**config.mk**
```make
export PLATFORM = sky130hd
export DESIGN_NAME = sdx_data_seq
export DESIGN_NICKNAME = d
export VERILOG_FILES = /design/src/rtl/sdx_pkg.sv /design/src/rtl/sdx_cfg_decode.sv /design/src/rtl/sdx_byte_pacer.sv /design/src/rtl/sdx_pad_counter.sv /design/src/rtl/sdx_data_seq.sv
export SDC_FILE = /design/constraint.sdc
export NUM_CORES = 1
export LEC_CHECK = 0
export CORE_MARGIN = 1.5
export CORE_UTILIZATION = 45
export CTS_CLUSTER_DIAMETER = 200
export CTS_CLUSTER_SIZE = 20
export DETAILED_ROUTE_END_ITERATION = 16
export PLACE_DENSITY = 0.68
export SLEW_MARGIN = 20
export SYNTH_ARGS = -nofsm -noshare
export SYNTH_HDL_FRONTEND = slang
export SYNTH_SLANG_ARGS = --single-unit
```
**constraint.sdc**
```tcl
create_clock -name clk -period 5.9 [get_ports clk]
set_input_delay 1.18 -clock clk [delete_from_list [all_inputs] [get_ports clk]]
set_output_delay 1.18 -clock clk [all_outputs]
set_load 0.01 [all_outputs]
```
**src/rtl/sdx_pkg.sv**
```systemverilog
package sdx_pkg;

    typedef enum logic [1:0] {
        ST_IDLE = 2'd0,
        ST_DATA = 2'd1,
        ST_PAD  = 2'd2,
        ST_FIN  = 2'd3
    } seq_state_t;

    localparam int PAD_CLOCKS = 8;

    typedef struct packed {
        logic       rd;
        logic       pad;
        logic       single;
        logic [1:0] width;
    } seq_flags_t;

    // card clocks needed to move one byte for a lane-width code
    function automatic logic [3:0] ticks_per_byte(input logic [1:0] code);
        case (code)
            2'd1:    ticks_per_byte = 4'd2;
            2'd2:    ticks_per_byte = 4'd1;
            default: ticks_per_byte = 4'd8;
        endcase
    endfunction

endpackage

```
**src/rtl/sdx_cfg_decode.sv**
```systemverilog
module sdx_cfg_decode #(
    parameter int CNT_W = 8,
    parameter int TOT_W = 16,
    parameter int LEN_W = 16
) (
    input  logic             data_xfer,
    input  logic [3:0]       blk_log2,
    input  logic [CNT_W-1:0] blk_cnt_m1,
    input  logic [TOT_W-1:0] total_bytes,
    output logic             skip_data,
    output logic             single,
    output logic [LEN_W-1:0] len_m1,
    output logic [CNT_W-1:0] last_blk
);
    localparam int PW = CNT_W + 16;
    localparam int CW = (PW > TOT_W) ? PW : TOT_W;

    logic [CNT_W:0]   nblk;
    logic [CW-1:0]    prod;
    logic [CW-1:0]    tot_x;
    logic [LEN_W-1:0] len_pow;
    logic             tot_zero;

    always_comb begin
        nblk      = {1'b0, blk_cnt_m1} + (CNT_W+1)'(1);
        prod      = CW'(nblk) << blk_log2;
        tot_x     = CW'(total_bytes);
        len_pow   = LEN_W'(1) << blk_log2;
        tot_zero  = (total_bytes == '0);
        skip_data = !data_xfer || tot_zero;
        single    = !skip_data && (tot_x != prod);
        len_m1    = single ? (LEN_W'(total_bytes) - LEN_W'(1)) : (len_pow - LEN_W'(1));
        last_blk  = single ? '0 : blk_cnt_m1;
    end

endmodule

```
**src/rtl/sdx_byte_pacer.sv**
```systemverilog
module sdx_byte_pacer
    import sdx_pkg::*;
(
    input  logic       clk,
    input  logic       rst,
    input  logic       clear,
    input  logic       adv,
    input  logic [1:0] width_code,
    output logic       first_tick,
    output logic       byte_done
);
    logic [2:0] tick_cnt;
    logic [3:0] tpb;

    always_comb begin
        tpb        = ticks_per_byte(width_code);
        first_tick = (tick_cnt == 3'd0);
        byte_done  = adv && ({1'b0, tick_cnt} == (tpb - 4'd1));
    end

    always_ff @(posedge clk) begin
        if (rst || clear) begin
            tick_cnt <= '0;
        end else if (adv) begin
            tick_cnt <= byte_done ? 3'd0 : tick_cnt + 3'd1;
        end
    end

    // the position inside a byte never reaches the byte's tick budget
    a_r2_tick_in_range: assert property (@(posedge clk) disable iff (rst)
        !clear |-> ({1'b0, tick_cnt} < tpb));

    // without a tick the position inside a byte holds
    a_r11_tick_hold: assert property (@(posedge clk) disable iff (rst)
        (!adv && !clear) |=> $stable(tick_cnt));

endmodule

```
**src/rtl/sdx_pad_counter.sv**
```systemverilog
module sdx_pad_counter #(
    parameter int N = 8
) (
    input  logic clk,
    input  logic rst,
    input  logic clear,
    input  logic adv,
    output logic last
);
    localparam int CW = (N > 1) ? $clog2(N) : 1;

    logic [CW-1:0] cnt;

    assign last = adv && (cnt == CW'(N - 1));

    always_ff @(posedge clk) begin
        if (rst || clear) begin
            cnt <= '0;
        end else if (adv) begin
            cnt <= last ? '0 : cnt + CW'(1);
        end
    end

    // the final trailing clock wraps the counter
    a_r6_pad_wrap: assert property (@(posedge clk) disable iff (rst)
        last |=> (cnt == '0));

endmodule

```
**src/rtl/sdx_data_seq.sv**
```systemverilog
module sdx_data_seq
    import sdx_pkg::*;
#(
    parameter int CNT_W = 8,
    parameter int TOT_W = 16
) (
    input  logic             clk,
    input  logic             rst,
    input  logic             start,
    input  logic             data_xfer,
    input  logic             rd,
    input  logic [1:0]       width_code,
    input  logic [3:0]       blk_log2,
    input  logic [CNT_W-1:0] blk_cnt_m1,
    input  logic [TOT_W-1:0] total_bytes,
    input  logic             pad_en,
    input  logic             card_tick,
    output logic             busy,
    output logic             dir_rd,
    output logic             single_blk,
    output logic             blk_start,
    output logic             byte_stb,
    output logic             blk_end,
    output logic [CNT_W-1:0] cur_blk,
    output logic             done
);
    localparam int LEN_W = (TOT_W > 16) ? TOT_W : 16;

    seq_state_t       state;
    seq_flags_t       flags_q;
    logic [LEN_W-1:0] len_m1_q;
    logic [CNT_W-1:0] last_blk_q;
    logic [LEN_W-1:0] byte_idx;
    logic [CNT_W-1:0] blk_idx;

    logic             dec_skip;
    logic             dec_single;
    logic [LEN_W-1:0] dec_len_m1;
    logic [CNT_W-1:0] dec_last_blk;

    logic             data_adv;
    logic             pad_adv;
    logic             first_tick;
    logic             byte_done;
    logic             pad_last;

    sdx_cfg_decode #(.CNT_W(CNT_W), .TOT_W(TOT_W), .LEN_W(LEN_W)) u_dec (
        .data_xfer   (data_xfer),
        .blk_log2    (blk_log2),
        .blk_cnt_m1  (blk_cnt_m1),
        .total_bytes (total_bytes),
        .skip_data   (dec_skip),
        .single      (dec_single),
        .len_m1      (dec_len_m1),
        .last_blk    (dec_last_blk)
    );

    assign data_adv = (state == ST_DATA) && card_tick;
    assign pad_adv  = (state == ST_PAD) && card_tick;

    sdx_byte_pacer u_pace (
        .clk        (clk),
        .rst        (rst),
        .clear      (state != ST_DATA),
        .adv        (data_adv),
        .width_code (flags_q.width),
        .first_tick (first_tick),
        .byte_done  (byte_done)
    );

    sdx_pad_counter #(.N(PAD_CLOCKS)) u_pad (
        .clk   (clk),
        .rst   (rst),
        .clear (state != ST_PAD),
        .adv   (pad_adv),
        .last  (pad_last)
    );

    always_ff @(posedge clk) begin
        if (rst) begin
            state      <= ST_IDLE;
            flags_q    <= '0;
            len_m1_q   <= '0;
            last_blk_q <= '0;
            byte_idx   <= '0;
            blk_idx    <= '0;
            cur_blk    <= '0;
            blk_start  <= 1'b0;
            byte_stb   <= 1'b0;
            blk_end    <= 1'b0;
            done       <= 1'b0;
        end else begin
            blk_start <= 1'b0;
            byte_stb  <= 1'b0;
            blk_end   <= 1'b0;
            done      <= 1'b0;
            case (state)
                ST_IDLE: begin
                    if (start) begin
                        flags_q.rd     <= rd;
                        flags_q.pad    <= pad_en;
                        flags_q.single <= dec_single;
                        flags_q.width  <= width_code;
                        len_m1_q       <= dec_len_m1;
                        last_blk_q     <= dec_last_blk;
                        byte_idx       <= '0;
                        blk_idx        <= '0;
                        cur_blk        <= '0;
                        if (!dec_skip) begin
                            state <= ST_DATA;
                        end else if (pad_en) begin
                            state <= ST_PAD;
                        end else begin
                            state <= ST_FIN;
                        end
                    end
                end
                ST_DATA: begin
                    if (card_tick) begin
                        cur_blk <= blk_idx;
                        if (first_tick && (byte_idx == '0)) begin
                            blk_start <= 1'b1;
                        end
                        if (byte_done) begin
                            byte_stb <= 1'b1;
                            if (byte_idx == len_m1_q) begin
                                blk_end  <= 1'b1;
                                byte_idx <= '0;
                                if (blk_idx == last_blk_q) begin
                                    state <= flags_q.pad ? ST_PAD : ST_FIN;
                                end else begin
                                    blk_idx <= blk_idx + CNT_W'(1);
                                end
                            end else begin
                                byte_idx <= byte_idx + LEN_W'(1);
                            end
                        end
                    end
                end
                ST_PAD: begin
                    if (pad_last) begin
                        state <= ST_FIN;
                    end
                end
                default: begin
                    done  <= 1'b1;
                    state <= ST_IDLE;
                end
            endcase
        end
    end

    assign busy       = (state != ST_IDLE);
    assign dir_rd     = flags_q.rd;
    assign single_blk = flags_q.single;

    // completion is a single pulse
    a_r7_done_one_shot: assert property (@(posedge clk) disable iff (rst)
        done |=> !done);

    // completion is reported once the sequencer is free
    a_r7_done_not_busy: assert property (@(posedge clk) disable iff (rst)
        done |-> !busy);

    // a block ends only on a byte boundary
    a_r3_end_on_byte: assert property (@(posedge clk) disable iff (rst)
        blk_end |-> byte_stb);

    // every byte strobe is caused by a sampled card clock
    a_r11_byte_needs_tick: assert property (@(posedge clk) disable iff (rst)
        byte_stb |-> $past(card_tick));

    // a start during a busy operation leaves the latched setup alone
    a_r8_busy_start_ignored: assert property (@(posedge clk) disable iff (rst)
        (busy && start) |=> ($stable(dir_rd) && $stable(single_blk)));

    // no block activity outside the data phase
    a_r5_quiet_when_idle: assert property (@(posedge clk) disable iff (rst)
        !busy |=> !blk_start);

endmodule

```
## Word level (Yosys, flattened, before mapping)

Index checks and enable logic that the tools add are counted.

- Bits of input ports: 37
- Bits in registers: 73
- Logic and storage cells: 104
- Output and inout port bits: 15

- Add/sub/neg operators: 8
- Shift operators: 2
- Muxes and demuxes: 32
- Reductions and logical operators: 25
- Bitwise operators: 3
- Eq/ne operators: 18

Operators by type and width:

| cell | count |
|---|---|
| $mux W16 | 5 |
| $mux W8 | 7 |
| $logic_not A16 Y1 | 2 |
| $pmux W16 S2 | 1 |
| $pmux W8 S2 | 2 |
| $sub A16 B1 Y16 const B | 2 |
| $ne A16 B24 Y1 | 1 |
| $shl A9 B4 Y24 | 1 |
| $add A16 B1 Y16 const B | 1 |
| $eq A16 B16 Y1 | 1 |
| $shl A1 B4 Y16 const A | 1 |
| $mux W2 | 7 |
| $reduce_and A6 Y1 | 2 |
| $ne A2 B1 Y1 const B | 5 |
| $add A8 B1 Y9 const B | 1 |
| $add A8 B1 Y8 const B | 1 |
| $eq A8 B8 Y1 | 1 |
| $ne A2 B2 Y1 const B | 4 |
| $pmux W4 S2 | 1 |
| $add A3 B1 Y3 const B | 2 |
| $logic_and A1 B1 Y1 | 6 |
| $mux W1 | 6 |
| $mux W3 | 2 |
| $pmux W2 S3 | 1 |
| 16 further kinds | 25 |

## Depth between registers and ports, before layout

- Depth in word-level cells: 8
- Mapped depth: 23
- Depth with buffers taken out: 20

## By module

From an unflattened synthesis, not the netlist that was laid out.

- Cells, all modules: 785
- Area, all modules: 5890.6 um2

Modules (own cells, without submodules):

| module | area an instance (um2) | cells each | seq. area each (um2) | times used |
|---|---|---|---|---|
| sdx_data_seq | 3273.1 | 392 | 1341.3 | 1 |
| sdx_cfg_decode | 2267.2 | 358 | 0.0 | 1 |
| sdx_byte_pacer | 195.2 | 21 | 60.1 | 1 |
| sdx_pad_counter | 155.1 | 14 | 60.1 | 1 |

## Worst setup path after synthesis

Ideal clock, no wire load.

- Path type: in2reg
- From: in blk_cnt_m1[0]
- To: reg len_m1_q[14]
- Arrival: 5.670 ns
- Path buffers: 1
- Slack: 0.144 ns
- Library setup time: 0.086 ns
- Stages: 20
- Data required time: 5.814 ns
- Cell sequence: ha_1 > nor3b_1 > a211oi_1 > mux2_2 > a31oi_1 > o21ai_0 > or4_1 > or4_1 > nor4_1 > nor2_1 > buf_2 > nand2_1 > o31a_1 > ha_1 > nand4_1 > or2_2 > nor4_1 > xnor2_1 > a21oi_1 > a211oi_1

- Longest elaborated chain between the ends: 5

RTL lines:

| element | line | RTL |
|---|---|---|
| start: declaration | sdx_data_seq.sv:14 | `input logic [CNT_W-1:0] blk_cnt_m1,` |
| $add A8 B1 Y9 | sdx_cfg_decode.sv:25 | `nblk = {1'b0, blk_cnt_m1} + (CNT_W+1)'(1);` |
| $shl A9 B4 Y24 | sdx_cfg_decode.sv:26 | `prod = CW'(nblk) << blk_log2;` |
| $ne A16 B24 Y1 | sdx_cfg_decode.sv:31 | `single = !skip_data && (tot_x != prod);` |
| $logic_and A1 B1 Y1 | sdx_cfg_decode.sv:31 |  |
| $mux W16 | sdx_cfg_decode.sv:32 | `len_m1 = single ? (LEN_W'(total_bytes) - LEN_W'(1)) : (len_pow - LEN_W'(1));` |
| end signal: assignment | sdx_data_seq.sv:104 | `len_m1_q <= dec_len_m1;` |
| end: declaration | sdx_data_seq.sv:31 | `logic [LEN_W-1:0] len_m1_q;` |

Every way passes these cells.
A chain may end at the register's enable or synchronous reset.

## Worst setup path in the final report

- From: in blk_cnt_m1[1]
- To: reg len_m1_q[14]

Same word-level chain as after synthesis.

==> impl_results.md <==
- Clock network latency to the later pin of the worst-skew pair: between 300 and 400 ps
- Total gr overflow: 0
- Source of the critical timing path: blk_cnt_m1[1]
- Layout Nets: between 800 and 900
- Total number of vias: 6066
- Antenna violations before repair: 0
- DIE AREA: between 10000 and 15000 um2
- Part of the power in the clock network: 32.6%
- Gate power share: 35.7%
- Placeable core region: around 12000 um2
- Cell at the root of the clock tree: sky130_fd_sc_hd__clkbuf_16
- Per-cell via count in the routed design: 6.11
- Number of different library cells in the post-synthesis netlist: just under 70
- Fraction of synthesized cell area taken by the top area cell type: a little over a quarter
- Vias in the first global route: 5619
- Slew HR: 35.5%
- Mean area per synthesized cell: 7.30 um2
- Number of clock buffers inserted by TritonCTS: 9
- Total wire length: between 15000 and 20000 um
- Largest net degree at the start of global routing: 54
- Most used DFF post-synth: sky130_fd_sc_hd__dfxtp_1
- Ant. Diodes: 0
- Switching power total: 633 uW
- Number of detailed-routing iterations run before antenna repair: 5
- Type of origin of the critical path: primary input
- Final cell area excluding filler cells: 7070 um2
- Run status: finished clean
- IR drop worst, VDD: approximately 0.18 mV
- Library cell occupying the most area in the post-synthesis netlist: sky130_fd_sc_hd__dfxtp_1
- Clock slew at the register clock pins of the worst setup and hold paths: 60 ps
- Count of flip-flops with a built-in enable after synthesis: 0
- Post-synthesis to final-layout area growth: 30.5%
- Layout cells sized above 1: 16.5%
- Internal power: 1.16 mW
- # rows: 39
- Seq pwr share: 31.7%
- TritonCTS sink count: 73
- WL per Instance: 18.2 um
- Max-cap violation count: 0
- Post-detailed-route DRC marker count: 0
- # setup viols final: 0
- Starting density of the core: a little under half
- Number of pins exceeding their max-slew limit in the final report: 0
- Number of cells on the worst reg-to-reg path: 8
- Main area contributors after synthesis: sky130_fd_sc_hd__dfxtp_1 (27%), sky130_fd_sc_hd__nand2_1 (6.3%), sky130_fd_sc_hd__nor2_1 (5.3%)
- Port-buffer cells: 51
- Total power: 1.79 mW
- Type of the most critical hold path: flop to flop
- Routability congestion estimate: 0.967
- Net Count, Synth: between 700 and 800
- Worst-case clock buffer depth: 2
- Die height: between 100 and 150 um
- Part of the cycle the worst path needs: 97.2%
- Seq cells post-synth: 73
- Number of top-level pins: 52
- Global-route wire length before repair: 28900 um
- Element type at the critical path end: flop
- Max Freq: 174 MHz
- Syn Inst Count: about 740
- Hpwl dp: 13700 um
- Total power per unit cell area: 254 nW/um2
- Worst reg2reg startpoint: byte_idx[1]
- Part of the Yosys area used for sequential elements: between 20% and 30%
- Horizontal extent of the die: 113 um
- Leak pwr: 2.78 nW
- Number of H-tree levels: 3
- Count of synthesis-stage warnings from yosys: 0
- Startpoint-to-endpoint class of the critical path: primary input to flop
- Netlist area before placement: 5420 um2
- Arrival time reported for the critical path endpoint: about 6000 ps
- CTS tree: yes
- Synth async-reset ratio: 0%
- Area after DPL: 6600 um2
- Sw frac: 35.3%
- Startpoint of the lowest-slack hold path: len_m1_q[4]
- Worst path required time: slightly above 6000 ps
- Number of failing hold endpoints at the final stage: 0
- Worst-Margin Slew: slightly below 1000 ps
- Clock skew: around 8.9 ps
- Antenna violation net count after detailed routing: 0
- Drt initial violations: 494
- Hold Crit Depth: 2
- Maximum net fanout on the critical path: 6
- Aggregate global-route resource usage: between 20 and 30%
- Final worst path period need: 5730 ps
[final cells by class]
type                       instances  area (um2)
sequential                        73        1460
clock inverter                     6        90.1
tap                              143         179
fill                            1058        4500
inverter                          23        86.3
timing repair buffer             148        1270
multi-input combinational        590        3750
clock buffer                      10         229
[cell usage in the layout (no fill, tap or decap), types with 4 or more instances in the layout]
cell type and n:
sky130_fd_sc_hd__a211oi_1 8, sky130_fd_sc_hd__nor3_1 24, sky130_fd_sc_hd__nand3_1 26, sky130_fd_sc_hd__xor2_1 31, sky130_fd_sc_hd__mux2i_1 4, sky130_fd_sc_hd__nand2_1 91, sky130_fd_sc_hd__xnor2_1 26, sky130_fd_sc_hd__a2bb2oi_1 7
sky130_fd_sc_hd__ha_1 12, sky130_fd_sc_hd__o21ai_0 27, sky130_fd_sc_hd__nor2b_1 5, sky130_fd_sc_hd__nand2b_1 6, sky130_fd_sc_hd__nor4_1 10, sky130_fd_sc_hd__clkdlybuf4s50_1 47, sky130_fd_sc_hd__or3_1 9, sky130_fd_sc_hd__o211ai_1 14
sky130_fd_sc_hd__o21a_1 6, sky130_fd_sc_hd__and3_1 8, sky130_fd_sc_hd__o31a_1 6, sky130_fd_sc_hd__nor2_1 77, sky130_fd_sc_hd__nand4_1 20, sky130_fd_sc_hd__a21oi_1 53, sky130_fd_sc_hd__or4_1 6, sky130_fd_sc_hd__o221ai_1 4
sky130_fd_sc_hd__nand3b_1 9, sky130_fd_sc_hd__a221o_1 4, sky130_fd_sc_hd__and2_1 4, sky130_fd_sc_hd__a221oi_1 4, sky130_fd_sc_hd__inv_1 20, sky130_fd_sc_hd__dfxtp_1 73, sky130_fd_sc_hd__buf_4 93, sky130_fd_sc_hd__clkbuf_16 9
sky130_fd_sc_hd__a22oi_1 13, sky130_fd_sc_hd__a31oi_1 7
[final timing paths]
kind                       end  slack, ps
setup / recovery  len_m1_q[14]        170
hold / removal     len_m1_q[4]        470
setup reg to reg    blk_idx[5]       3150
hold reg to reg    len_m1_q[4]        470
[state kept, by name (all words and copies together), names as in the netlist]
register,flops
blk_end,1
blk_idx,8
blk_start,1
byte_idx,16
byte_stb,1
cur_blk,8
dir_rd,1
done,1
flags_q,3
last_blk_q,8
len_m1_q,16
single_blk,1
state,2
u_pace.tick_cnt,3
u_pad.cnt,3
[power groups by stage]
stage | Combinational, mW | Sequential, mW | Clock [mW]
4_1_cts | 0.624 | 0.568 | 0.590
6_report | 0.640 | 0.568 | 0.585
3_5_place_dp | 0.618 | 0.578 | 0
2_1_floorplan | 0.402 | 0.572 | 0
5_1_grt | 0.706 | 0.572 | 0.613
3_3_place_gp | 0.600 | 0.576 | 0
[through the flow]
step | worst slack [ps] | utilization, % | hold slack, ps | setup TNS [ps] | cells
2_1_floorplan | 144 | - | 436 | 0 | 742
3_3_place_gp | -226 | 57.0 | 444 | -562 | 975
3_5_place_dp | -374 | 57.0 | 457 | -1520 | 975
4_1_cts | 31.2 | 59.9 | 465 | 0 | 991
5_1_grt | -62.9 | 61.1 | 485 | -93.4 | 993
6_report | 167 | 61.1 | 466 | 0 | 993
[Yosys cell counts (all sizes together), types with 5 or more instances]
cell type / n
o31a: 7
o21a: 6
and3: 8
a22oi: 13
buf: 19
o311ai: 6
or3: 11
nor4: 12
xor2: 32
or4: 8
clkbuf: 37
a31oi: 7
xnor2: 27
o211ai: 14
a211oi: 11
inv: 20
a2bb2oi: 7
o21ai: 30
ha: 14
nand3: 28
nor2b: 5
dfxtp: 73
nand2b: 6
nor3: 24
nor2: 77
nand2: 91
a21oi: 54
or2: 5
nand4: 20
nand3b: 9
[critical path: stages]
cell and delay (ps):
sky130_fd_sc_hd__clkdlybuf4s50_1 520, sky130_fd_sc_hd__buf_4 160, sky130_fd_sc_hd__nand4_1 230, sky130_fd_sc_hd__o21ai_2 280
sky130_fd_sc_hd__nand2_1 80, sky130_fd_sc_hd__a221o_1 400, sky130_fd_sc_hd__a22o_1 230, sky130_fd_sc_hd__or4_1 530
sky130_fd_sc_hd__or4_4 480, sky130_fd_sc_hd__or4_4 440, sky130_fd_sc_hd__nand3_2 90, sky130_fd_sc_hd__o31a_1 140
sky130_fd_sc_hd__ha_2 180, sky130_fd_sc_hd__nand4_1 110, sky130_fd_sc_hd__or2_4 290, sky130_fd_sc_hd__nor4_4 160
sky130_fd_sc_hd__xnor2_1 160, sky130_fd_sc_hd__a21oi_1 100, sky130_fd_sc_hd__a211oi_1 200
[repair_timing]
action / in CTS / in global routing
resized for setup: 2 / 27
pin swaps: 0 / 5
setup endpoints to repair: 1 / 6
hold buffers: 0 / 0
buffers inserted: 0 / 2
[routing by layer]
metal  routed length [um]  vias up  GRT usage [%]
li1                     -     2907              -
met1                 8070     2923           37.4
met2                 8750      206           48.4
met3                  866       30           3.70
met4                  362        0           8.78
met5                    0        -              0
[logic make-up (layout without fill, tap and decap cells)]
logic type	after synthesis	in the layout	synth area share [%]
DFF	73	73	27.0
and+or+nand+nor	316	316	28.6
adders and majority gates	14	14	3.23
muxes	6	6	1.16
xor gates and xnor gates	59	59	9.54
buffers and inverters	79	187	6.05
AOI/OAI and AO/OA	195	195	24.5
Note: power is estimated with default switching activity, not from simulation.
